===== src/rtl/gf2k_pkg.sv =====
package gf2k_pkg;

   localparam int MAX_WORDS = 4;
   localparam int RES_WORDS = 2 * MAX_WORDS;
   localparam int OFS_BITS  = RES_WORDS - 1;
   localparam int IDX_BITS  = 4;

   // One elementary product: which operand words are XOR-folded into the
   // 1x1 inputs, and the word offsets where its 2W-bit result is folded in.
   typedef struct packed {
      logic [MAX_WORDS-1:0] sel;
      logic [OFS_BITS-1:0]  ofs;
   } step_t;

   function automatic int comb_window(input int w);
      if (w <= 16)      return 2;
      else if (w <= 32) return 3;
      else              return 4;
   endfunction

   function automatic int step_count(input logic [2:0] n);
      case (n)
         3'd1:    return 1;
         3'd2:    return 3;
         3'd3:    return 6;
         3'd4:    return 9;
         default: return 0;
      endcase
   endfunction

   function automatic step_t mk(input logic [3:0] s, input logic [6:0] o);
      step_t r;
      r.sel = s;
      r.ofs = o;
      return r;
   endfunction

   function automatic step_t step_entry(input logic [2:0] n, input logic [IDX_BITS-1:0] idx);
      step_t r;
      r = '0;
      case (n)
         3'd1: r = mk(4'b0001, 7'b0000001);
         3'd2: begin
            case (idx)
               4'd0:    r = mk(4'b0001, 7'b0000011);
               4'd1:    r = mk(4'b0010, 7'b0000110);
               default: r = mk(4'b0011, 7'b0000010);
            endcase
         end
         3'd3: begin
            case (idx)
               4'd0:    r = mk(4'b0001, 7'b0000111);
               4'd1:    r = mk(4'b0010, 7'b0001110);
               4'd2:    r = mk(4'b0100, 7'b0011100);
               4'd3:    r = mk(4'b0011, 7'b0000010);
               4'd4:    r = mk(4'b0101, 7'b0000100);
               default: r = mk(4'b0110, 7'b0001000);
            endcase
         end
         3'd4: begin
            case (idx)
               // low half, combined at word offsets 0 and 2
               4'd0:    r = mk(4'b0001, 7'b0001111);
               4'd1:    r = mk(4'b0010, 7'b0011110);
               4'd2:    r = mk(4'b0011, 7'b0001010);
               // high half, combined at word offsets 2 and 4
               4'd3:    r = mk(4'b0100, 7'b0111100);
               4'd4:    r = mk(4'b1000, 7'b1111000);
               4'd5:    r = mk(4'b1100, 7'b0101000);
               // folded middle term, combined at word offset 2
               4'd6:    r = mk(4'b0101, 7'b0001100);
               4'd7:    r = mk(4'b1010, 7'b0011000);
               default: r = mk(4'b1111, 7'b0001000);
            endcase
         end
         default: r = '0;
      endcase
      return r;
   endfunction

endpackage


===== src/rtl/gf2k_opsel.sv =====
module gf2k_opsel #(
   parameter int W = 16,
   parameter int N = 4
) (
   input  logic [N*W-1:0] words,
   input  logic [N-1:0]   sel,
   output logic [W-1:0]   y
);

   always_comb begin
      y = '0;
      for (int i = 0; i < N; i++) begin
         if (sel[i]) y = y ^ words[i*W +: W];
      end
   end

endmodule


===== src/rtl/gf2k_comb_core.sv =====
module gf2k_comb_core #(
   parameter int W   = 16,
   parameter int WIN = 2
) (
   input  logic [W-1:0]   a,
   input  logic [W-1:0]   b,
   output logic [2*W-1:0] p
);

   localparam int NWIN = (W + WIN - 1) / WIN;
   localparam int NU   = 1 << WIN;
   localparam int AP   = NWIN * WIN;

   logic [2*W-1:0] tbl [NU];
   logic [AP-1:0]  a_pad;

   generate
      if (AP == W) begin : g_exact
         assign a_pad = a;
      end else begin : g_pad
         assign a_pad = {{(AP-W){1'b0}}, a};
      end
   endgenerate

   // products of b with every polynomial of degree below WIN
   always_comb begin
      for (int u = 0; u < NU; u++) begin
         tbl[u] = '0;
         for (int k = 0; k < WIN; k++) begin
            if (((u >> k) & 1) != 0) tbl[u] = tbl[u] ^ ((2*W)'(b) << k);
         end
      end
   end

   always_comb begin
      p = '0;
      for (int k = 0; k < NWIN; k++) begin
         p = p ^ (tbl[a_pad[k*WIN +: WIN]] << (k*WIN));
      end
   end

endmodule


===== src/rtl/gf2k_step_ctrl.sv =====
module gf2k_step_ctrl
   import gf2k_pkg::*;
(
   input  logic       clk,
   input  logic       rst_n,
   input  logic       start,
   input  logic [2:0] n_words,
   output logic       busy,
   output logic       done,
   output logic       err,
   output logic       load,
   output logic [2:0] n_lat,
   output step_t      step
);

   typedef enum logic [0:0] {ST_IDLE, ST_RUN} st_t;

   st_t                 state;
   logic [IDX_BITS-1:0] idx;
   logic [IDX_BITS-1:0] last_idx;
   logic                n_ok;

   assign n_ok     = (n_words >= 3'd1) && (n_words <= 3'(MAX_WORDS));
   assign busy     = (state == ST_RUN);
   assign load     = (state == ST_IDLE) && start && n_ok;
   assign last_idx = IDX_BITS'(step_count(n_lat) - 1);
   assign step     = step_entry(n_lat, idx);

   always_ff @(posedge clk) begin
      if (!rst_n) begin
         state <= ST_IDLE;
         idx   <= '0;
         n_lat <= '0;
         done  <= 1'b0;
         err   <= 1'b0;
      end else begin
         done <= 1'b0;
         err  <= 1'b0;
         case (state)
            ST_IDLE: begin
               if (start) begin
                  if (n_ok) begin
                     n_lat <= n_words;
                     idx   <= '0;
                     state <= ST_RUN;
                  end else begin
                     err <= 1'b1;
                  end
               end
            end
            default: begin
               if (idx == last_idx) begin
                  state <= ST_IDLE;
                  done  <= 1'b1;
               end else begin
                  idx <= idx + 1'b1;
               end
            end
         endcase
      end
   end

endmodule


===== src/rtl/gf2k_accum.sv =====
module gf2k_accum
   import gf2k_pkg::*;
#(
   parameter int W = 16
) (
   input  logic                 clk,
   input  logic                 rst_n,
   input  logic                 clear,
   input  logic                 en,
   input  logic [OFS_BITS-1:0]  ofs,
   input  logic [2*W-1:0]       p,
   output logic [RES_WORDS*W-1:0] acc
);

   logic [RES_WORDS*W-1:0] contrib;

   generate
      for (genvar j = 0; j < RES_WORDS; j++) begin : g_word
         logic [W-1:0] lo_part;
         logic [W-1:0] hi_part;
         if (j < RES_WORDS - 1) begin : g_lo
            assign lo_part = ofs[j] ? p[W-1:0] : '0;
         end else begin : g_nolo
            assign lo_part = '0;
         end
         if (j > 0) begin : g_hi
            assign hi_part = ofs[j-1] ? p[2*W-1:W] : '0;
         end else begin : g_nohi
            assign hi_part = '0;
         end
         assign contrib[j*W +: W] = lo_part ^ hi_part;
      end
   endgenerate

   always_ff @(posedge clk) begin
      if (!rst_n)     acc <= '0;
      else if (clear) acc <= '0;
      else if (en)    acc <= acc ^ contrib;
   end

endmodule


===== src/rtl/gf2k_kara_mul.sv =====
module gf2k_kara_mul
   import gf2k_pkg::*;
#(
   parameter int WORD_W = 16
) (
   input  logic                          clk,
   input  logic                          rst_n,
   input  logic                          start,
   input  logic [2:0]                    n_words,
   input  logic [MAX_WORDS*WORD_W-1:0]   a_in,
   input  logic [MAX_WORDS*WORD_W-1:0]   b_in,
   output logic                          busy,
   output logic                          done,
   output logic                          err,
   output logic [RES_WORDS*WORD_W-1:0]   prod
);

   localparam int WIN = comb_window(WORD_W);

   generate
      if (WORD_W != 8 && WORD_W != 16 && WORD_W != 32 && WORD_W != 64) begin : g_bad_w
         $error("gf2k_kara_mul: WORD_W must be 8, 16, 32 or 64");
      end
   endgenerate

   logic [MAX_WORDS*WORD_W-1:0] a_q, b_q;
   logic [WORD_W-1:0]           a_op, b_op;
   logic [2*WORD_W-1:0]         p_word;
   logic                        load;
   logic [2:0]                  n_act;
   step_t                       step;

   always_ff @(posedge clk) begin
      if (!rst_n) begin
         a_q <= '0;
         b_q <= '0;
      end else if (load) begin
         a_q <= a_in;
         b_q <= b_in;
      end
   end

   gf2k_step_ctrl u_ctrl (
      .clk     (clk),
      .rst_n   (rst_n),
      .start   (start),
      .n_words (n_words),
      .busy    (busy),
      .done    (done),
      .err     (err),
      .load    (load),
      .n_lat   (n_act),
      .step    (step)
   );

   gf2k_opsel #(.W(WORD_W), .N(MAX_WORDS)) u_sel_a (
      .words (a_q),
      .sel   (step.sel),
      .y     (a_op)
   );

   gf2k_opsel #(.W(WORD_W), .N(MAX_WORDS)) u_sel_b (
      .words (b_q),
      .sel   (step.sel),
      .y     (b_op)
   );

   gf2k_comb_core #(.W(WORD_W), .WIN(WIN)) u_core (
      .a (a_op),
      .b (b_op),
      .p (p_word)
   );

   gf2k_accum #(.W(WORD_W)) u_acc (
      .clk   (clk),
      .rst_n (rst_n),
      .clear (load),
      .en    (busy),
      .ofs   (step.ofs),
      .p     (p_word),
      .acc   (prod)
   );

endmodule


===== config.mk =====
export PLATFORM = sky130hd
export DESIGN_NAME = gf2k_kara_mul
export DESIGN_NICKNAME = d
export VERILOG_FILES = /design/src/rtl/gf2k_pkg.sv /design/src/rtl/gf2k_opsel.sv /design/src/rtl/gf2k_comb_core.sv /design/src/rtl/gf2k_step_ctrl.sv /design/src/rtl/gf2k_accum.sv /design/src/rtl/gf2k_kara_mul.sv
export SDC_FILE = /design/constraint.sdc
export NUM_CORES = 1
export LEC_CHECK = 0
export BUFFER_PORTS_ARGS = -buffer_cell sky130_fd_sc_hd__buf_2
export CAP_MARGIN = 20
export CORE_UTILIZATION = 59
export DETAILED_ROUTE_END_ITERATION = 16
export PLACE_DENSITY = 0.85
export SLEW_MARGIN = 10
export SYNTH_ARGS = -nofsm -noshare
export SYNTH_HDL_FRONTEND = slang
export SYNTH_SLANG_ARGS = --single-unit

===== constraint.sdc =====
create_clock -name clk -period 5.6 [get_ports clk]
set_clock_uncertainty 0.05 [all_clocks]
set_input_delay 0.84 -clock clk [delete_from_list [all_inputs] [get_ports clk]]
set_output_delay 0.84 -clock clk [all_outputs]
set_load 0.01 [all_outputs]

==> metrics.yaml <==
synth.top_cell.area_share: 0.3020
cts_sinks: 275
cts_buffers: 29
clockBufferDepth: 3
ys_ff_latch: 275
min_period_ns: 5.325
synth.area.mux_share: 0
synth_top_family_by_area: "XOR/XNOR gates"
synth_xor_area_frac: 0.2280
synth_ff_type: "dfxtp_1"
slew_violations: 0
yosysTopAreaCell: "dfxtp_1"
grt_max_degree: 111
path_cells: "inv_1 > ha_1 > nor4b_1 > o32ai_2 > or2_1 > and2_1 > xor3_1 > nor2_1 > xnor2_1 > xnor2_1 > xnor3_1 > nor2_1 > xor2_1 > a21oi_1 > a31o_2"
synth_enable_flop_cells: 0
drive_gt1_frac: 0.1739
power_density_mw_per_mm2: 212.8
wl_per_cell_um: 20.51
final_antenna_net_count: 0
drt_iter0_drc: 2649
tightestPinTransition_ns: 1.163
clock.fmax_ghz: 0.1878
clkSlewWorstSetupHoldPaths_ns: 0.07
hold_viol_final: 0
grt_pass1_wl_um: 94650
endpoint_kind: "flop"
hp-class: "flop to flop"
antenna_found_initial: 0
rows: 63
grt_use_total: 0.3816
viasPerCell: 6.216
vias: 18620
layout.nets: 2726
synthSimpleGateAreaFrac: 0.1964
coreArea_sq_mm: 0.03003
worst-path-max-fanout: 16
power_leakage_nw: 7.816
clk_latency_ns: 0.56
vdd_drop_max_uv: 236.6
slowest_delay_ns: 0.87
timing.setup.tns_ns: 0
port_buffers: 263
postCtsSetupRepairBufs: 0
overflow: 0
die_x_um: 177.8
finalSetupViolations: 0
path_class: "flop to flop"
diodes: 0
root_buffer: "clkbuf_16"
cts_tree: "built"
synth_compound_area_frac: 0.2166
async_reset_ff_frac: 0
dp_hpwl_um: 43340
initial_core_util: 0.6070
cts_resized: 0
yosysWarnings: 0
final_cell_mix: "nand2_1, nor2_1, dfxtp_1"
drc: 0
die_y_um: 177.8
netlist-cell-type-count: 65
utilization: 0.6955
syn_inst: 2391
drv_cap: 0
htree_num_levels: 1
syn-cell-area_sq_mm: 0.01823
timing.slew.headroom: 0.2218
fin_crit_sh: 0.9508
synth_seq_area_share: 0.3020
start_kind: "flop"
synthTopCellsByArea: "dfxtp_1, xnor2_1, nand2_1, nor2_1, xor2_1"
grt_pass1_vias: 17480
drt_wl_total_um: 61420
worstPathRequired_ns: 6.02
synthAdderAreaFrac: 0.006863
cts_hold_buf: 0
boundaryPins: 265
synth_area_per_cell_sq_um: 7.624
slowest_stage: "xor3_1"
grt_setup_unrepaired: "no"
gp_congestion: 1.038
mostFrequentLayoutCell: "nand2_1"
die-area_sq_mm: 0.03161
status: "completed"
synthToLayoutAreaGrowth_pct: 14.57
dr.pass1.iters: 6
syn_nets: 2535
cp.arrival_ns: 5.74
[worst max-delay path, delay by kind of cell (launching register included)]
family / cells / cell delay [ns]
fa+ha+maj: 1 / 0.31
flops: 1 / 0.40
simple gates: 5 / 1.49
buf+inv: 1 / 0.12
compound gates: 3 / 0.48
xor+xnor: 5 / 2.34
[final cells by class]
type	instances	area (sq um)
sequential	275	5509
timing repair buffer	345	1988
inverter	31	118.9
clock inverter	15	98.84
multi-input combinational	1900	11870
fill	2414	9146
tap	390	488.0
clock buffer	39	813.3
[cells by family (layout without fill, tap and decap cells)]
logic type / Yosys count / in the layout
flops: 275 / 275
buf+inv: 216 / 430
simple gates: 879 / 879
fa+ha+maj: 10 / 10
compound gates: 607 / 607
other cells: 1 / 1
xor+xnor: 403 / 403
[through the flow]
stage	setup slack, ns	std cells	power (mW)	area [sq um]	hold slack (ns)
detailed placement	0.3188	2936	2.607	19880	0.3935
global placement	0.3869	2936	2.593	19880	0.3893
global route	0.02097	2995	4.566	20890	0.4183
floorplan	1.324	2391	2.422	18230	0.3817
finish	0.2753	2995	4.444	20890	0.4023
CTS	0.2884	2990	4.415	20800	0.4022
[routing by layer]
metal	routed length, um	GRT usage
met1	24240	0.5061
met2	27550	0.6051
met3	6836	0.06448
met4	2799	0.1738
met5	0	0
[cell usage after synthesis (19+ instances only)]
master and number:
inv_1 29, a31o_2 21, xnor3_1 22, clkbuf_1 139, nor2_1 372, buf_2 31, or3_1 29, dfxtp_1 275
o211a_1 32, a21oi_1 193, nand2_1 402, o211ai_1 53, xor3_1 19, xnor2_1 216, xor2_1 142, o21ai_0 111
a211oi_1 113
[power by group]
group	leakage [nW]	switching, mW	internal (mW)	total, mW
Sequential	2.23	0.0541	2.02	2.07
Combinational	5.13	0.366	0.157	0.523
Clock	0.453	0.825	1.02	1.85
Total	7.82	1.25	3.20	4.44
[state kept, by name, indices dropped and copies added, names as in the netlist, named ones only]
register and count:
u_acc.acc 127, a_q 64, b_q 64, u_ctrl.idx 4, u_ctrl.n_lat 3, u_ctrl.busy 1
u_ctrl.done 1, u_ctrl.err 1
[final timing paths]
check	startpoint	end	depth (start not counted)	slack [ns]
max	u_ctrl.idx[0]	u_acc.acc[75]	15	0.28
min	a_q[27]	a_q[27]	2	0.40
max reg2reg	u_ctrl.idx[0]	u_acc.acc[75]	15	0.28
min reg2reg	a_q[27]	a_q[27]	2	0.40
Note: power is estimated with default switching activity, not from simulation.
